[src/rtl/presd_pkg.sv]
package presd_pkg;

  // Select signals of one partial-product row
  typedef struct packed {
    logic neg;   // invert the row and add one through the correction row
    logic one;   // select the operand
    logic two;   // select the operand shifted left by one
  } pp_sel_t;

endpackage

[src/rtl/presd_digit_decode.sv]
module presd_digit_decode
  import presd_pkg::*;
#(
  parameter int COEF_W = 16,
  localparam int DIGITS = COEF_W / 2,
  localparam int ENC_W  = COEF_W + 1
) (
  input  logic [ENC_W-1:0]           enc,
  output pp_sel_t [DIGITS-1:0]       sel
);

  // Lower digits: two stored bits, digit set {-2,-1,0,+1}
  for (genvar j = 0; j < DIGITS - 1; j++) begin : g_low
    logic hi, lo;
    assign hi = enc[2*j+1];
    assign lo = enc[2*j];
    assign sel[j].neg = hi;
    assign sel[j].one = lo;
    assign sel[j].two = hi & ~lo;
  end

  // Top digit: stored Booth field, digit set {-2..+2}, two has priority
  logic top_neg, top_two, top_one;
  assign top_neg = enc[COEF_W];
  assign top_two = enc[COEF_W-1];
  assign top_one = enc[COEF_W-2];

  assign sel[DIGITS-1].neg = top_neg;
  assign sel[DIGITS-1].two = top_two;
  assign sel[DIGITS-1].one = top_one & ~top_two;

endmodule

[src/rtl/presd_pp_row.sv]
module presd_pp_row
  import presd_pkg::*;
#(
  parameter int A_W    = 17,
  parameter int PROD_W = 33,
  parameter int SHIFT  = 0
) (
  input  logic [A_W-1:0]    a,
  input  pp_sel_t           sel,
  output logic [PROD_W-1:0] row
);

  logic [PROD_W-1:0] a_ext;
  logic [PROD_W-1:0] mag;
  logic [PROD_W-1:0] flipped;

  assign a_ext = {{(PROD_W-A_W){a[A_W-1]}}, a};

  always_comb begin
    if (sel.two)
      mag = a_ext << 1;
    else if (sel.one)
      mag = a_ext;
    else
      mag = '0;
  end

  // Ones' complement here; the +1 rides in the correction row
  assign flipped = mag ^ {PROD_W{sel.neg}};
  assign row     = flipped << SHIFT;

endmodule

[src/rtl/presd_csa_array.sv]
module presd_csa_array #(
  parameter int ROWS   = 9,
  parameter int PROD_W = 33
) (
  input  logic [ROWS-1:0][PROD_W-1:0] rows,
  output logic [PROD_W-1:0]           sum_row,
  output logic [PROD_W-1:0]           carry_row
);

  localparam int STAGES = ROWS - 1;

  logic [STAGES-1:0][PROD_W-1:0] s_st;
  logic [STAGES-1:0][PROD_W-1:0] c_st;

  assign s_st[0] = rows[0];
  assign c_st[0] = rows[1];

  // Each 3:2 stage folds one more row into the redundant pair
  for (genvar i = 1; i < STAGES; i++) begin : g_stage
    logic [PROD_W-1:0] x, y, z;
    assign x = s_st[i-1];
    assign y = c_st[i-1];
    assign z = rows[i+1];
    assign s_st[i] = x ^ y ^ z;
    assign c_st[i] = ((x & y) | (x & z) | (y & z)) << 1;
  end

  assign sum_row   = s_st[STAGES-1];
  assign carry_row = c_st[STAGES-1];

endmodule

[src/rtl/presd_cla.sv]
module presd_cla #(
  parameter int W = 33,
  localparam int LV = $clog2(W)
) (
  input  logic [W-1:0] x,
  input  logic [W-1:0] y,
  output logic [W-1:0] s
);

  logic [LV:0][W-1:0] gen;
  logic [LV:0][W-1:0] prp;

  assign gen[0] = x & y;
  assign prp[0] = x ^ y;

  // Parallel-prefix lookahead: each level doubles the span
  for (genvar l = 0; l < LV; l++) begin : g_lvl
    localparam int D = 1 << l;
    for (genvar i = 0; i < W; i++) begin : g_bit
      if (i >= D) begin : g_comb
        assign gen[l+1][i] = gen[l][i] | (prp[l][i] & gen[l][i-D]);
        assign prp[l+1][i] = prp[l][i] & prp[l][i-D];
      end else begin : g_pass
        assign gen[l+1][i] = gen[l][i];
        assign prp[l+1][i] = prp[l][i];
      end
    end
  end

  assign s = prp[0] ^ {gen[LV][W-2:0], 1'b0};

endmodule

[src/rtl/presd_mult.sv]
module presd_mult
  import presd_pkg::*;
#(
  parameter int A_W    = 17,
  parameter int COEF_W = 16,
  localparam int DIGITS = COEF_W / 2,
  localparam int ENC_W  = COEF_W + 1,
  localparam int PROD_W = A_W + COEF_W,
  localparam int ROWS   = DIGITS + 1
) (
  input  logic                 clk,
  input  logic                 rst,
  input  logic                 vld_in,
  input  logic [A_W-1:0]       a_in,
  input  logic [ENC_W-1:0]     coef_in,
  output logic                 vld_out,
  output logic [PROD_W-1:0]    prod
);

  pp_sel_t [DIGITS-1:0]          sel;
  logic [ROWS-1:0][PROD_W-1:0]   rows;
  logic [PROD_W-1:0]             corr;
  logic [PROD_W-1:0]             sum_row, carry_row, result;

  presd_digit_decode #(.COEF_W(COEF_W)) u_dec (
    .enc (coef_in),
    .sel (sel)
  );

  for (genvar j = 0; j < DIGITS; j++) begin : g_pp
    presd_pp_row #(.A_W(A_W), .PROD_W(PROD_W), .SHIFT(2*j)) u_row (
      .a   (a_in),
      .sel (sel[j]),
      .row (rows[j])
    );
  end

  // Correction row: one +1 at the weight of every negated row
  always_comb begin
    corr = '0;
    for (int j = 0; j < DIGITS; j++)
      corr[2*j] = sel[j].neg;
  end
  assign rows[ROWS-1] = corr;

  presd_csa_array #(.ROWS(ROWS), .PROD_W(PROD_W)) u_csa (
    .rows      (rows),
    .sum_row   (sum_row),
    .carry_row (carry_row)
  );

  presd_cla #(.W(PROD_W)) u_cla (
    .x (sum_row),
    .y (carry_row),
    .s (result)
  );

  always_ff @(posedge clk) begin
    if (rst) begin
      vld_out <= 1'b0;
      prod    <= '0;
    end else begin
      vld_out <= vld_in;
      if (vld_in)
        prod <= result;
    end
  end

endmodule

[config.mk]
export PLATFORM = sky130hd
export DESIGN_NAME = presd_mult
export DESIGN_NICKNAME = d
export VERILOG_FILES = /design/src/rtl/presd_pkg.sv /design/src/rtl/presd_digit_decode.sv /design/src/rtl/presd_pp_row.sv /design/src/rtl/presd_csa_array.sv /design/src/rtl/presd_cla.sv /design/src/rtl/presd_mult.sv
export SDC_FILE = /design/constraint.sdc
export NUM_CORES = 1
export LEC_CHECK = 0
export ABC_AREA = 1
export BUFFER_PORTS_ARGS = -buffer_cell sky130_fd_sc_hd__buf_2
export CORE_ASPECT_RATIO = 0.9
export CORE_UTILIZATION = 45
export CTS_CLUSTER_SIZE = 25
export DETAILED_ROUTE_END_ITERATION = 8
export GPL_ROUTABILITY_DRIVEN = 0
export MAX_ROUTING_LAYER = met4
export PLACE_DENSITY = 0.69
export SLEW_MARGIN = 25
export SYNTH_ARGS = -nofsm -noshare
export SYNTH_HDL_FRONTEND = slang
export SYNTH_SLANG_ARGS = --single-unit
[constraint.sdc]
create_clock -name clk -period 6.2 [get_ports clk]
set_input_delay 0.62 -clock clk [delete_from_list [all_inputs] [get_ports clk]]
set_output_delay 0.62 -clock clk [all_outputs]
set_load 0.05 [all_outputs]
==> flow_summary.yaml <==
clock_network:
  cts.hold.buffers_added: 0
  clock-sinks: 34
  cts_tree: "yes"
  path_clk_slew_ns: 0.05
  cts_max_level: 2
  numCtsBuffers: 5
  ctsLongestPathBuffers: 2
  worstSkewPairLatency_ns: 0.29
  cts-root-buf: "clkbuf_16"
synthesis:
  synth-seq-cells: 34
  syn_area_um2: 9407
  synth_compound_area_frac: 0.1918
  ys_seq_area_frac: 0.07236
  synthCells: 1399
  synthFlopType: "dfxtp_1"
  synth_top_area_frac: 0.2384
  async_flop_share: 0
  synth_area_leaders: "fa_1, nand2_1, ha_1"
  synth_edf_count: 0
  synth_top_family_by_area: "adder cells"
  yosys.area.top_type: "fa_1"
  synth_cell_types: 36
  synthXorXnorAreaFrac: 0.03911
  syn_nets: 1626
  yosys.area_share.simple: 0.2188
  synth_fa_ha_area_frac: 0.3421
  synth.mux.area_fraction: 0
  avgSynthCellArea_um2: 6.724
  synth_warnings: 0
timing:
  slew_viol_final: 0
  layout_min_cycle_time_ns: 5.985
  finalCritPeriodShare: 0.9654
  timing.fmax_mhz: 167.1
  final.setup_skew_ns: 0
  finalSetupTns_ns: 0
  final-hold-violation-count: 0
  setup_violations: 0
  rsz0062_at_grt: "yes"
  worstMarginPinSlew_ns: 0.9535
  slew-limit-headroom: 0.3636
detailed_routing:
  avgRoutedWirePerCell_um: 14.12
  viasPerCell: 5.366
  wl_mm: 24.53
  drt_pass1_iterations: 5
  vias: 9321
  drc: 0
  ant_nets: 0
  drtIter0Drc: 607
worst_setup_path:
  reg2reg_depth: 4
  critPathKind: "in -> reg"
  cp-start-kind: "input pin"
  path_max_fanout: 4
  end_kind: "register"
  cp.required_ns: 6.39
  crit_arrival_ns: 6.17
finish:
  drive_above_1_share: 0.1336
  layout_common_cells: "nand2_1, inv_1, nor2_1"
  mostFrequentLayoutCell: "nand2_1"
  final_nets: 1708
  area_growth_pct: 13.17
  n_antenna_cell: 0
die:
  io-pin-count: 71
  die_w_um: 154.4
  rows: 49
  die_area_um2: 21490
  initial_core_util: 0.4649
  core_um2: 20230
  die_y_um: 139.2
grt:
  grt_util_all_layers: 0.2386
  grt_pass1_vias: 8509
  antenna_found_initial: 0
  grt_max_degree: 48
  overflow: 0
  grt_pass1_wl_mm: 41.10
run_status:
  outcome: "complete, no violations"
hold_path:
  hold_class: "reg -> reg"
  whs_path_depth: 2
flow_run:
  max-cap-violations: 0
placement:
  hpwl_mm: 20.92
  port_buffers: 70
[sequential cells by signal (all words and copies together) (netlist names)]
| name | flops |
|---|---|
| vld_out | 1 |
| prod | 33 |
[Yosys cell counts, types with 2 or more instances]
| library cell | n |
|---|---|
| a211oi_1 | 51 |
| a21boi_0 | 3 |
| a21oi_1 | 40 |
| a31oi_1 | 52 |
| and2_1 | 3 |
| buf_1 | 9 |
| buf_2 | 10 |
| clkbuf_1 | 60 |
| clkinv_1 | 21 |
| dfxtp_1 | 34 |
| fa_1 | 112 |
| ha_1 | 78 |
| inv_1 | 227 |
| nand2_1 | 271 |
| nand2_2 | 11 |
| nand3_1 | 44 |
| nand3b_1 | 3 |
| nand4_1 | 6 |
| nor2_1 | 157 |
| nor2_2 | 10 |
| o211ai_1 | 34 |
| o21a_1 | 4 |
| o21ai_0 | 86 |
| o21ai_1 | 4 |
| o21bai_1 | 2 |
| o22ai_1 | 17 |
| xnor2_1 | 7 |
| xor2_1 | 35 |
[area by class of cell]
cell class                 count  area [um2]
fill                        2043        9587
multi-input combinational   1034        7481
timing repair buffer         157        1032
inverter                     249       938.4
sequential                    34       680.7
tap                          255       319.1
clock buffer                   5       125.1
clock inverter                 3       68.82
[routing by layer]
| metal | track usage | share of wire | wire length (um) |
|---|---|---|---|
| met1 | 0.3410 | 0.47 | 11590 |
| met2 | 0.3753 | 0.46 | 11260 |
| met3 | 0.02125 | 0.059 | 1452 |
| met4 | 0.03022 | 0.0091 | 223 |
| met5 | - | 0 | 0 |
[stage by stage]
step | instances | utilization | worst slack (ns) | hold slack, ns | instance area (um2)
2_1_floorplan | 1399 | - | 0.05348 | 0.7039 | 9407
3_3_place_gp | 1729 | 0.5146 | -0.07800 | 0.4670 | 10410
3_5_place_dp | 1729 | 0.5146 | -0.09808 | 0.4671 | 10410
4_1_cts | 1737 | 0.5242 | 0.1844 | 0.4766 | 10610
5_1_grt | 1737 | 0.5262 | -0.03164 | 0.5081 | 10650
6_report | 1737 | 0.5262 | 0.2146 | 0.4759 | 10650
[critical path: stages]
cell and delay [ns]:
buf_2 0.17, clkinvlp_4 0.17, buf_4 0.17, nor2_1 0.10, a21oi_1 0.06, fa_1 0.52, inv_1 0.05, fa_1 0.48
fa_1 0.41, fa_1 0.51, inv_1 0.05, fa_1 0.48, inv_1 0.05, fa_1 0.44, fa_1 0.49, inv_1 0.04
ha_2 0.36, nand2_2 0.11, nor2_4 0.12, nand2_2 0.07, nor2_1 0.15, nand3_1 0.14, nand3_2 0.09, nor2_1 0.05
nor2_2 0.07, nand2_1 0.09, nand2_1 0.06, inv_1 0.03
[what timing repair did]
item / 4_1_cts / 5_1_grt
endpoints found under the setup margin: 0 / 12
gates resized for setup: 0 / 12
setup buffers: 0 / 0
[path summary, 6_finish.rpt]
check        slack, ns                  start                     to
max               0.21             coef_in[3]  prod[22]$_SDFFE_PP0P_
min               0.48  prod[17]$_SDFFE_PP0P_  prod[17]$_SDFFE_PP0P_
max reg2reg       5.43  prod[15]$_SDFFE_PP0P_  prod[15]$_SDFFE_PP0P_
min reg2reg       0.48  prod[17]$_SDFFE_PP0P_  prod[17]$_SDFFE_PP0P_
[logic make-up after synthesis]
kind of cell,after synthesis
simple gates,507
xor+xnor,42
compound gates,295
buf+inv,331
fa+ha+maj,190
flops,34
Power is not shown: default switching activity piles up to over one toggle a cycle in this logic, so the estimate is an artifact.
